`src/rtl/cfgport_pkg.sv`:
```
package cfgport_pkg;
  // Key field layout seen on the selector.
  localparam int KEY_W    = 16;
  localparam int BANK_BIT = 15;
  localparam int WCH_BIT  = 14;
  localparam int IDX_W    = 14;

  // Strobes from control to datapath.
  typedef struct packed {
    logic rdFire;   // read hits a stored byte
    logic wrFire;   // write stores a byte
    logic wrLast;   // that write completes the entry
  } strobe_t;
endpackage

```
`src/rtl/cfgport_ctrl.sv`:
```
module cfgport_ctrl
  import cfgport_pkg::*;
#(
  parameter int ENTRIES   = 8,
  parameter int MAX_BYTES = 16,
  localparam int IW = $clog2(ENTRIES),
  localparam int LW = $clog2(MAX_BYTES + 1)
) (
  input  logic             clk,
  input  logic             rst_n,
  input  logic             selWr,
  input  logic [KEY_W-1:0] selKey,
  input  logic             dataRd,
  input  logic             dataWr,
  input  logic [LW-1:0]    curLen,
  output strobe_t          stb,
  output logic             curValid,
  output logic             curArch,
  output logic             curWch,
  output logic [IW-1:0]    curIdx,
  output logic [LW-1:0]    curOffset,
  output logic             doneValid,
  output logic             doneBank,
  output logic [IW-1:0]    doneIndex
);
  logic [IDX_W-1:0] idxField;
  logic             keyOk;
  logic             canAcc;
  logic             rdTake;
  logic             wrTake;

  assign idxField = selKey[IDX_W-1:0];
  assign keyOk    = idxField < IDX_W'(ENTRIES);
  assign canAcc   = curValid && (curOffset < curLen);
  assign rdTake   = dataRd && !selWr;
  assign wrTake   = dataWr && !dataRd && !selWr;

  always_comb begin
    stb.rdFire = rdTake && canAcc;
    stb.wrFire = wrTake && curWch && canAcc;
    stb.wrLast = stb.wrFire && ((curOffset + LW'(1)) == curLen);
  end

  always_ff @(posedge clk or negedge rst_n) begin
    if (!rst_n) begin
      curValid  <= 1'b1;
      curArch   <= 1'b0;
      curWch    <= 1'b0;
      curIdx    <= '0;
      curOffset <= '0;
    end else if (selWr) begin
      curValid  <= keyOk;
      curArch   <= selKey[BANK_BIT];
      curWch    <= selKey[WCH_BIT];
      curIdx    <= idxField[IW-1:0];
      curOffset <= '0;
    end else if (stb.wrLast) begin
      curOffset <= '0;
    end else if (stb.rdFire || stb.wrFire) begin
      curOffset <= curOffset + LW'(1);
    end
  end

  always_ff @(posedge clk or negedge rst_n) begin
    if (!rst_n) begin
      doneValid <= 1'b0;
      doneBank  <= 1'b0;
      doneIndex <= '0;
    end else begin
      doneValid <= stb.wrLast;
      if (stb.wrLast) begin
        doneBank  <= curArch;
        doneIndex <= curIdx;
      end
    end
  end
endmodule

```
`src/rtl/cfgport_dp.sv`:
```
module cfgport_dp
  import cfgport_pkg::*;
#(
  parameter int ENTRIES   = 8,
  parameter int MAX_BYTES = 16,
  localparam int IW = $clog2(ENTRIES),
  localparam int OW = $clog2(MAX_BYTES),
  localparam int LW = $clog2(MAX_BYTES + 1)
) (
  input  logic          clk,
  input  logic          rst_n,
  input  strobe_t       stb,
  input  logic          curArch,
  input  logic [IW-1:0] curIdx,
  input  logic [LW-1:0] curOffset,
  input  logic          dataRd,
  input  logic [7:0]    dataWrByte,
  input  logic          ldByteWr,
  input  logic          ldLenWr,
  input  logic          ldBank,
  input  logic [IW-1:0] ldIndex,
  input  logic [OW-1:0] ldOffset,
  input  logic [7:0]    ldByte,
  input  logic [7:0]    ldLen,
  output logic [LW-1:0] curLen,
  output logic [7:0]    dataRdByte
);
  // ENTRIES and MAX_BYTES are powers of two: addresses are plain concatenations.
  localparam int AW    = 1 + IW + OW;
  localparam int DEPTH = 2 * ENTRIES * MAX_BYTES;
  localparam logic [LW-1:0] MAX_LEN = LW'(MAX_BYTES);

  logic [7:0]         mem [DEPTH];
  logic [AW-1:0]      curAddr;
  logic [AW-1:0]      ldAddr;
  logic [LW-1:0]      satLen;
  logic [1:0][LW-1:0] bankLen;

  assign curAddr = {curArch, curIdx, curOffset[OW-1:0]};
  assign ldAddr  = {ldBank, ldIndex, ldOffset};
  assign satLen  = (ldLen > 8'(MAX_BYTES)) ? MAX_LEN : LW'(ldLen);
  assign curLen  = bankLen[curArch];

  generate
    for (genvar b = 0; b < 2; b++) begin : g_bank
      logic [LW-1:0] lenTab [ENTRIES];
      always_ff @(posedge clk or negedge rst_n) begin
        if (!rst_n) begin
          for (int e = 0; e < ENTRIES; e++) lenTab[e] <= '0;
        end else if (ldLenWr && (ldBank == 1'(b))) begin
          lenTab[ldIndex] <= satLen;
        end
      end
      assign bankLen[b] = lenTab[curIdx];
    end
  endgenerate

  always_ff @(posedge clk) begin
    if (ldByteWr) mem[ldAddr] <= ldByte;
    else if (stb.wrFire) mem[curAddr] <= dataWrByte;
  end

  always_ff @(posedge clk or negedge rst_n) begin
    if (!rst_n) dataRdByte <= 8'h00;
    else if (dataRd) dataRdByte <= stb.rdFire ? mem[curAddr] : 8'h00;
  end
endmodule

```
`src/rtl/cfg_keyport.sv`:
```
module cfg_keyport
  import cfgport_pkg::*;
#(
  parameter int ENTRIES   = 8,
  parameter int MAX_BYTES = 16,
  localparam int IW = $clog2(ENTRIES),
  localparam int OW = $clog2(MAX_BYTES),
  localparam int LW = $clog2(MAX_BYTES + 1)
) (
  input  logic          clk,
  input  logic          rst_n,
  input  logic          selWr,
  input  logic [15:0]   selKey,
  input  logic          dataRd,
  output logic [7:0]    dataRdByte,
  input  logic          dataWr,
  input  logic [7:0]    dataWrByte,
  output logic          doneValid,
  output logic          doneBank,
  output logic [IW-1:0] doneIndex,
  input  logic          ldByteWr,
  input  logic          ldLenWr,
  input  logic          ldBank,
  input  logic [IW-1:0] ldIndex,
  input  logic [OW-1:0] ldOffset,
  input  logic [7:0]    ldByte,
  input  logic [7:0]    ldLen
);
  strobe_t       stb;
  logic          curValid;
  logic          curArch;
  logic          curWch;
  logic [IW-1:0] curIdx;
  logic [LW-1:0] curOffset;
  logic [LW-1:0] curLen;

  cfgport_ctrl #(.ENTRIES(ENTRIES), .MAX_BYTES(MAX_BYTES)) u_ctrl (
    .clk(clk), .rst_n(rst_n), .selWr(selWr), .selKey(selKey),
    .dataRd(dataRd), .dataWr(dataWr), .curLen(curLen), .stb(stb),
    .curValid(curValid), .curArch(curArch), .curWch(curWch),
    .curIdx(curIdx), .curOffset(curOffset), .doneValid(doneValid),
    .doneBank(doneBank), .doneIndex(doneIndex)
  );

  cfgport_dp #(.ENTRIES(ENTRIES), .MAX_BYTES(MAX_BYTES)) u_dp (
    .clk(clk), .rst_n(rst_n), .stb(stb), .curArch(curArch),
    .curIdx(curIdx), .curOffset(curOffset), .dataRd(dataRd),
    .dataWrByte(dataWrByte), .ldByteWr(ldByteWr), .ldLenWr(ldLenWr),
    .ldBank(ldBank), .ldIndex(ldIndex), .ldOffset(ldOffset),
    .ldByte(ldByte), .ldLen(ldLen), .curLen(curLen),
    .dataRdByte(dataRdByte)
  );
endmodule

```
`config.mk`:
```
export PLATFORM = sky130hd
export DESIGN_NAME = cfg_keyport
export DESIGN_NICKNAME = d
export VERILOG_FILES = /design/src/rtl/cfgport_pkg.sv /design/src/rtl/cfgport_ctrl.sv /design/src/rtl/cfgport_dp.sv /design/src/rtl/cfg_keyport.sv
export SDC_FILE = /design/constraint.sdc
export NUM_CORES = 2
export LEC_CHECK = 0
export ABC_AREA = 1
export BUFFER_PORTS_ARGS = -buffer_cell sky130_fd_sc_hd__buf_2
export CORE_AREA = 2 2 472 474
export CTS_CLUSTER_DIAMETER = 30
export DETAILED_ROUTE_END_ITERATION = 7
export DIE_AREA = 0 0 474 476
export SLEW_MARGIN = 20
export SYNTH_ARGS = -nofsm -noshare
export SYNTH_HDL_FRONTEND = slang
export SYNTH_SLANG_ARGS = --single-unit
```
`constraint.sdc`:
```
create_clock -name clk -period 6.15 [get_ports clk]
set_input_delay 0.3075 -clock clk [delete_from_list [all_inputs] [get_ports clk]]
set_output_delay 0.3075 -clock clk [all_outputs]
set_load 0.02 [all_outputs]
```
-- Yosys cells after proc, flatten, opt, wreduce, memory -nomap -nowiden
Memory sizes are Yosys's and may differ from the RTL's.
Cells that the tools add are included.
- register bits: 104
- latch bits: 0
- memory bits (writable): 2048
- ROM bits: 0
- bits of input ports: 55
- output and inout port bits: 13
- logic and storage cells: 79
- memories kept: 1
- add/sub/neg operators: 1
- multipliers: 0
- div/mod/pow operators: 0
- order comparisons: 7
- equality and inequality tests: 1
- shift operators: 0
- multiplexer cells: 25
- bitwise logic cells: 3
- reductions and logical operators: 16
- memories (memory ; depth ; bits a word ; read ports ; clocked after Yosys merged registers in ; wr ports ; line ; text):
    u_dp.mem ; 256 ; 8 ; 1 ; 0 ; 1 ; cfgport_dp.sv:33 ; logic [7:0] mem [DEPTH];
- operators by type and width (cell ; count):
    bitwise mux 40 bit ; 2
    2-to-1 mux 5 bit ; 11
    binary-select mux 5 bit (select 3 bit) ; 2
    2-to-1 mux 8 bit ; 3
    demux 5 bit (select 3 bit) ; 1
    < comparator 14 x 4 -> 1 bit, second input constant ; 1
    logical AND 1 bit ; 11
    >= comparator 4 bit, second input constant ; 2
    greater-than comparator 8 x 5 -> 1 bit, second input constant ; 1
    inverter 3 -> 4 bit ; 2
    OR reduction 8 bit ; 1
    2-to-1 mux 1 bit ; 6
    adder 5 x 1 -> 5 bit, second input constant ; 1
    equality test 5 bit ; 1
    < comparator 5 bit ; 1
    < comparator 4 x 1 -> 1 bit, second input constant ; 1
    nonzero test 3 bit ; 1
    zero test 1 bit ; 2
    < comparator 1 x 2 -> 1 bit, second input constant ; 1
    logical OR 1 bit ; 1
    inverter 1 bit ; 1

-- Longest topological paths before layout
- depth in word-level cells: 14
- gate-level depth with buffers: 25

-- Modules after synthesis
A second synthesis with hierarchy kept.
- cell total of the unflattened synthesis: 7725
- area, all modules: 88805.2 um^2
- by module, submodules not included (module ; times used ; cells each ; area each (um^2) ; seq. area each (um^2)):
    cfgport_dp ; 1 ; 7590 ; 87731.6 ; 63701.1
    cfgport_ctrl ; 1 ; 135 ; 1073.5 ; 401.6

-- Least setup slack after synthesis
OpenSTA, ideal clock, no wires.
- kind: flip-flop to flip-flop
- start: reg u_ctrl.curIdx[0]
- end: mem u_dp.mem[0][0], data pin
- arrival time: 4653 ps
- required time: 5594 ps
- setup slack: 941 ps
- stages on the path, launching flop included: 18
- buffers on the path: 5
- period minus slack after synthesis: 5209 ps
- path through: dfrtp_1 inv_1 clkbuf_1 clkbuf_1 buf_1 o21ai_0 o21ai_0 o221ai_1 o21ai_0 ha_1 inv_1 nand4_1 nand4_1 nor3_4 nand2_2 buf_6 buf_4 mux2_2
- word-level cells in the longest chain between the ends: 14
- ends and longest elaborated chain (element ; line ; text):
    start: declaration ; cfgport_ctrl.sv:20 ; output logic [IW-1:0] curIdx,
    start signal: assignment ; cfgport_ctrl.sv:55 ; curIdx <= idxField[IW-1:0];
    inverter 3 -> 4 bit (not written as such) * ; cfgport_dp.sv:54 ; assign bankLen[b] = lenTab[curIdx];
    binary-select mux 5 bit (select 3 bit) ; cfgport_dp.sv:54 ;
    2-to-1 mux 5 bit (not written as such) (2 in a row) ; cfgport_dp.sv:54 ;
    2-to-1 mux 5 bit (not written as such) * (2 in a row) ; cfgport_dp.sv:42 ; assign curLen = bankLen[curArch];
    < comparator 5 bit * ; cfgport_ctrl.sv:34 ; assign canAcc = curValid && (curOffset < curLen);
    logical AND 1 bit * ; cfgport_ctrl.sv:34 ;
    logical AND 1 bit * ; cfgport_ctrl.sv:40 ; stb.wrFire = wrTake && curWch && canAcc;
    2-to-1 mux 1 bit * ; cfgport_dp.sv:60 ; else if (stb.wrFire) mem[curAddr] <= dataWrByte;
    2-to-1 mux 1 bit * ; cfgport_dp.sv:59 ; if (ldByteWr) mem[ldAddr] <= ldByte;
    2-to-1 mux 1 bit (not written as such) * ; cfgport_dp.sv:60 ;
    OR reduction 8 bit (no source line) * ; - ;
    2-to-1 mux 8 bit (no source line) * ; - ;
    end: declaration ; cfgport_dp.sv:33 ;
Every way passes the cells marked *; elsewhere a longest branch is shown, timed or not. The select of a mux whose other input is x is not followed.

-- Worst setup path after layout
- start: reg u_ctrl.curIdx[0]
- end: mem u_dp.mem[35][0] (enable)
- word-level cells in the longest chain between the ends: 14
- ends and longest elaborated chain (element ; line):
    inverter 3 -> 4 bit (not written as such) ; cfgport_dp.sv:54
    binary-select mux 5 bit (select 3 bit) ; cfgport_dp.sv:54
    2-to-1 mux 5 bit (not written as such) (2 in a row) ; cfgport_dp.sv:54
    2-to-1 mux 5 bit (not written as such) (2 in a row) ; cfgport_dp.sv:42
    < comparator 5 bit ; cfgport_ctrl.sv:34
    logical AND 1 bit ; cfgport_ctrl.sv:34
    logical AND 1 bit ; cfgport_ctrl.sv:40
    2-to-1 mux 1 bit ; cfgport_dp.sv:60
    2-to-1 mux 1 bit ; cfgport_dp.sv:59
    2-to-1 mux 1 bit (not written as such) ; cfgport_dp.sv:60
    OR reduction 8 bit (no source line) ; -
    2-to-1 mux 8 bit (no source line) or 2-to-1 mux 1 bit (tied branches) ; -
Parallel ways exist; a longest one is shown, timed or not. The select of a mux whose other input is x is not followed.

==> reports/qor.yml <==
floorplan:
  rows: 173
  start_util_pct: 39.7
  ioPinCount: 68
  fp.dieH_um: 476
  die_width_um: 474
  die_area_sq_um: 226000
  core_sq_um: 221000
final_layout:
  fin_area_sq_um: 105000
  layout_commonest_cell: "nand2_1"
  drive_gt1_share_pct: 11.0
  fin_nets: 7766
  area_growth_pct: 19.2
  final_cell_mix: "nand2_1, nand3_1, edfxtp_1"
drt:
  firstDrtPassIters: 8
  drt_iter0_markers: 7658
  vias: 60556
  routedWlPerCell_um: 23.4
  via_per_inst: 5.51
  ant_nets: 0
  drc_errors: 0
  routed_wl_um: 257000
clock_tree:
  clk_latency_ps: 980
  ctsRootBufferMaster: "clkbuf_16"
  clkSinkCount: 2152
  h-tree-depth: 5
  post_cts_buffers: 0
  cts-resized-gates: 0
  cts_buffer_depth: 4
  path_clk_slew_ps: 50
  cts_buffers: 390
  tritoncts: "yes"
logic_synthesis:
  synth_cells: 7608
  synth_nets: 7669
  ys_types: 37
  synth.avg_cell_area_sq_um: 11.5
  synth-seq-cells: 2152
  ys_seq_area_share_pct: 73.0
  yosysWarnings: 0
  syn-cell-area_sq_um: 87800
power_and_ir_drop:
  p_switching_w: 0.0101
  pwr-share-comb_pct: 8.8
  vdd_drop_max_v: 0.000285
  clkPwrFrac_pct: 51.4
  switching_share_pct: 24.8
  leakagePower_nw: 37.0
  share_seq_of_total_power_pct: 39.7
  internal-power_w: 0.0308
  p_total_w: 0.0409
  powerDensity_nw_per_um2: 391
sta:
  tightest_slew_ps: 1200
  hold_viol: 0
  period_share_pct: 86.5
  holdWs_ps: 89.8
  relSlewSlack_pct: 19.9
  setup_viol: 0
  period_minus_slack_ps: 5320
  slew_viol_final: 0
  clock_skew_ps: 68.7
  fin_setup_tns_ps: 0
  max_freq_ghz: 0.188
  rsz0062_at_grt: "no"
global_routing:
  grt_pass1_vias: 58739
  global_route.usage.met2_pct: 35.8
  met3_usage_pct: 4.38
  overflow: 0
  busiest_layer: "met2"
  grt_pass1_wl_um: 376000
  grt_max_degree: 213
  grtUsageMet1_pct: 29.6
  grt.total_usage_pct: 22.3
  antenna_found_initial: 5
placement:
  hpwlAfterDp_um: 148000
  numPortBuffers: 67
  place_area_sq_um: 91400
  routabilityCongestion: 0.898
worst_setup_path:
  r2r_setup_slack_ps: 830
  path_class: "reg -> reg"
  cp.arrival_ps: 5880
  r2r_cells: 20
  endpoint_kind: "flip-flop"
  cp_max_fo: 71
  cp-start-kind: "flip-flop"
  worstPathRequired_ps: 6710
  r2r_end: "u_dp.mem[35][0]"
  r2r-start: "u_ctrl.curIdx[0]"
flow_run:
  drv_cap: 0
min_path:
  min_path_cells: 6
  min_to: "u_dp.g_bank[0].lenTab[37]"
  hp-class: "in -> reg"
  min_from: "ldBank"
run_status:
  status: "completed"
## per-stage QoR
step                      cells  worst slack [ps]  util, %
after floorplan            7608               941        -
after global placement    10257               960     41.3
after detailed placement  10257               817     41.3
after CTS                 10989               819     47.3
after global routing      10990               530     47.3
final                     10991               827     47.3
## cell usage after synthesis, drive strengths merged
cell | n | area (sq um)
nand2 | 2226 | 8370
nand3 | 2103 | 10500
edfxtp | 2048 | 61500
clkbuf | 403 | 1510
nor2 | 351 | 1370
buf | 112 | 472
dfrtp | 103 | 2580
o21ai | 96 | 499
inv | 68 | 255
a21oi | 35 | 175
o211ai | 12 | 90.1
mux2 | 11 | 124
a31oi | 7 | 43.8
ha | 6 | 75.1
nor3 | 6 | 41.3
clkinv | 4 | 15.0
xor2 | 4 | 35.0
nor4 | 3 | 18.8
o22ai | 3 | 18.8
nand4 | 2 | 12.5
a32o | 1 | 10.0
dfstp | 1 | 26.3
nand3b | 1 | 7.51
o221ai | 1 | 8.76
o41ai | 1 | 8.76
## power by group through the flow
stage / sequential (W) / clock, W / combinational, W
floorplan: 0.0165 / 0 / 0.00224
detailed placement: 0.0165 / 0 / 0.00355
global route: 0.0163 / 0.0219 / 0.00392
CTS: 0.0163 / 0.0212 / 0.00358
finish: 0.0163 / 0.0210 / 0.00362
global placement: 0.0165 / 0 / 0.00353
## sequential cells by signal, summed over array words and instances (netlist names)
signal              count
u_ctrl.curWch           1
u_ctrl.curArch          1
u_ctrl.curValid         1
u_dp.dataRdByte         8
u_ctrl.curIdx           3
u_ctrl.doneIndex        3
u_dp.g_bank.lenTab     80
u_dp.mem             2048
u_ctrl.doneValid        1
u_ctrl.curOffset        5
u_ctrl.doneBank         1
## cells by family (layout without fill, tap and decap cells)
kind of cell | after synthesis | in the layout | share of synthesized area [%]
AO/OA/AOI/OAI | 156 | 156 | 0.973
flip-flops | 2152 | 2152 | 73.0
AND/OR/NAND/NOR | 4692 | 4692 | 23.2
buffers and inverters | 587 | 993 | 2.57
XOR/XNOR | 4 | 4 | 0.0399
other | 0 | 2 | 0
multiplexers | 11 | 11 | 0.141
adder cells (fa/ha/maj) | 6 | 6 | 0.0855
## critical path: stages, from the launching register on
cell	delay, ps
dfrtp_4	490
buf_12	210
a21oi_1	220
o21ai_0	120
nand3_1	90
nand3_1	80
nand2_1	120
inv_1	50
ha_1	280
nand2_1	70
inv_1	40
o21ai_1	130
nand4_1	200
nor3_4	260
nand2_2	360
nand2_1	150
o21ai_1	120
nor2_2	390
nand3_2	510
buf_12	360
nor2_1	610
## per-layer routing
metal,part of all wire (%),vias up
li1,-,27287
met1,41,29948
met2,47,2826
met3,8.3,495
met4,3.7,0
met5,0,-
## how the worst max path moves through the flow
stage                           from                to  slack, ps  cells past startpoint
detailed placement  u_ctrl.curIdx[0]   u_dp.mem[35][7]        820                     20
CTS                 u_ctrl.curIdx[0]   u_dp.mem[35][0]        820                     20
global placement    u_ctrl.curIdx[0]   u_dp.mem[35][4]        960                     20
finish              u_ctrl.curIdx[0]   u_dp.mem[35][0]        830                     20
floorplan           u_ctrl.curIdx[0]    u_dp.mem[0][0]        940                     17
global route        u_ctrl.curIdx[0]  u_dp.mem[179][1]        530                     20
## area by class of cell
type / instances / area, sq um
multi-input combinational: 4869 / 21600
sequential: 2152 / 64100
tap: 2975 / 3720
clock buffer: 432 / 10000
inverter: 72 / 297
clock inverter: 269 / 2920
antenna: 2 / 5.00
fill: 19481 / 116000
timing repair buffer: 220 / 1920
## timing repair
| action | CTS | global route |
|---|---|---|
| setup endpoints to repair | 0 | 0 |
| hold endpoints to repair | 94 | 0 |
| hold buffers | 31 | 0 |
Note: power is estimated with default switching activity, not from simulation.
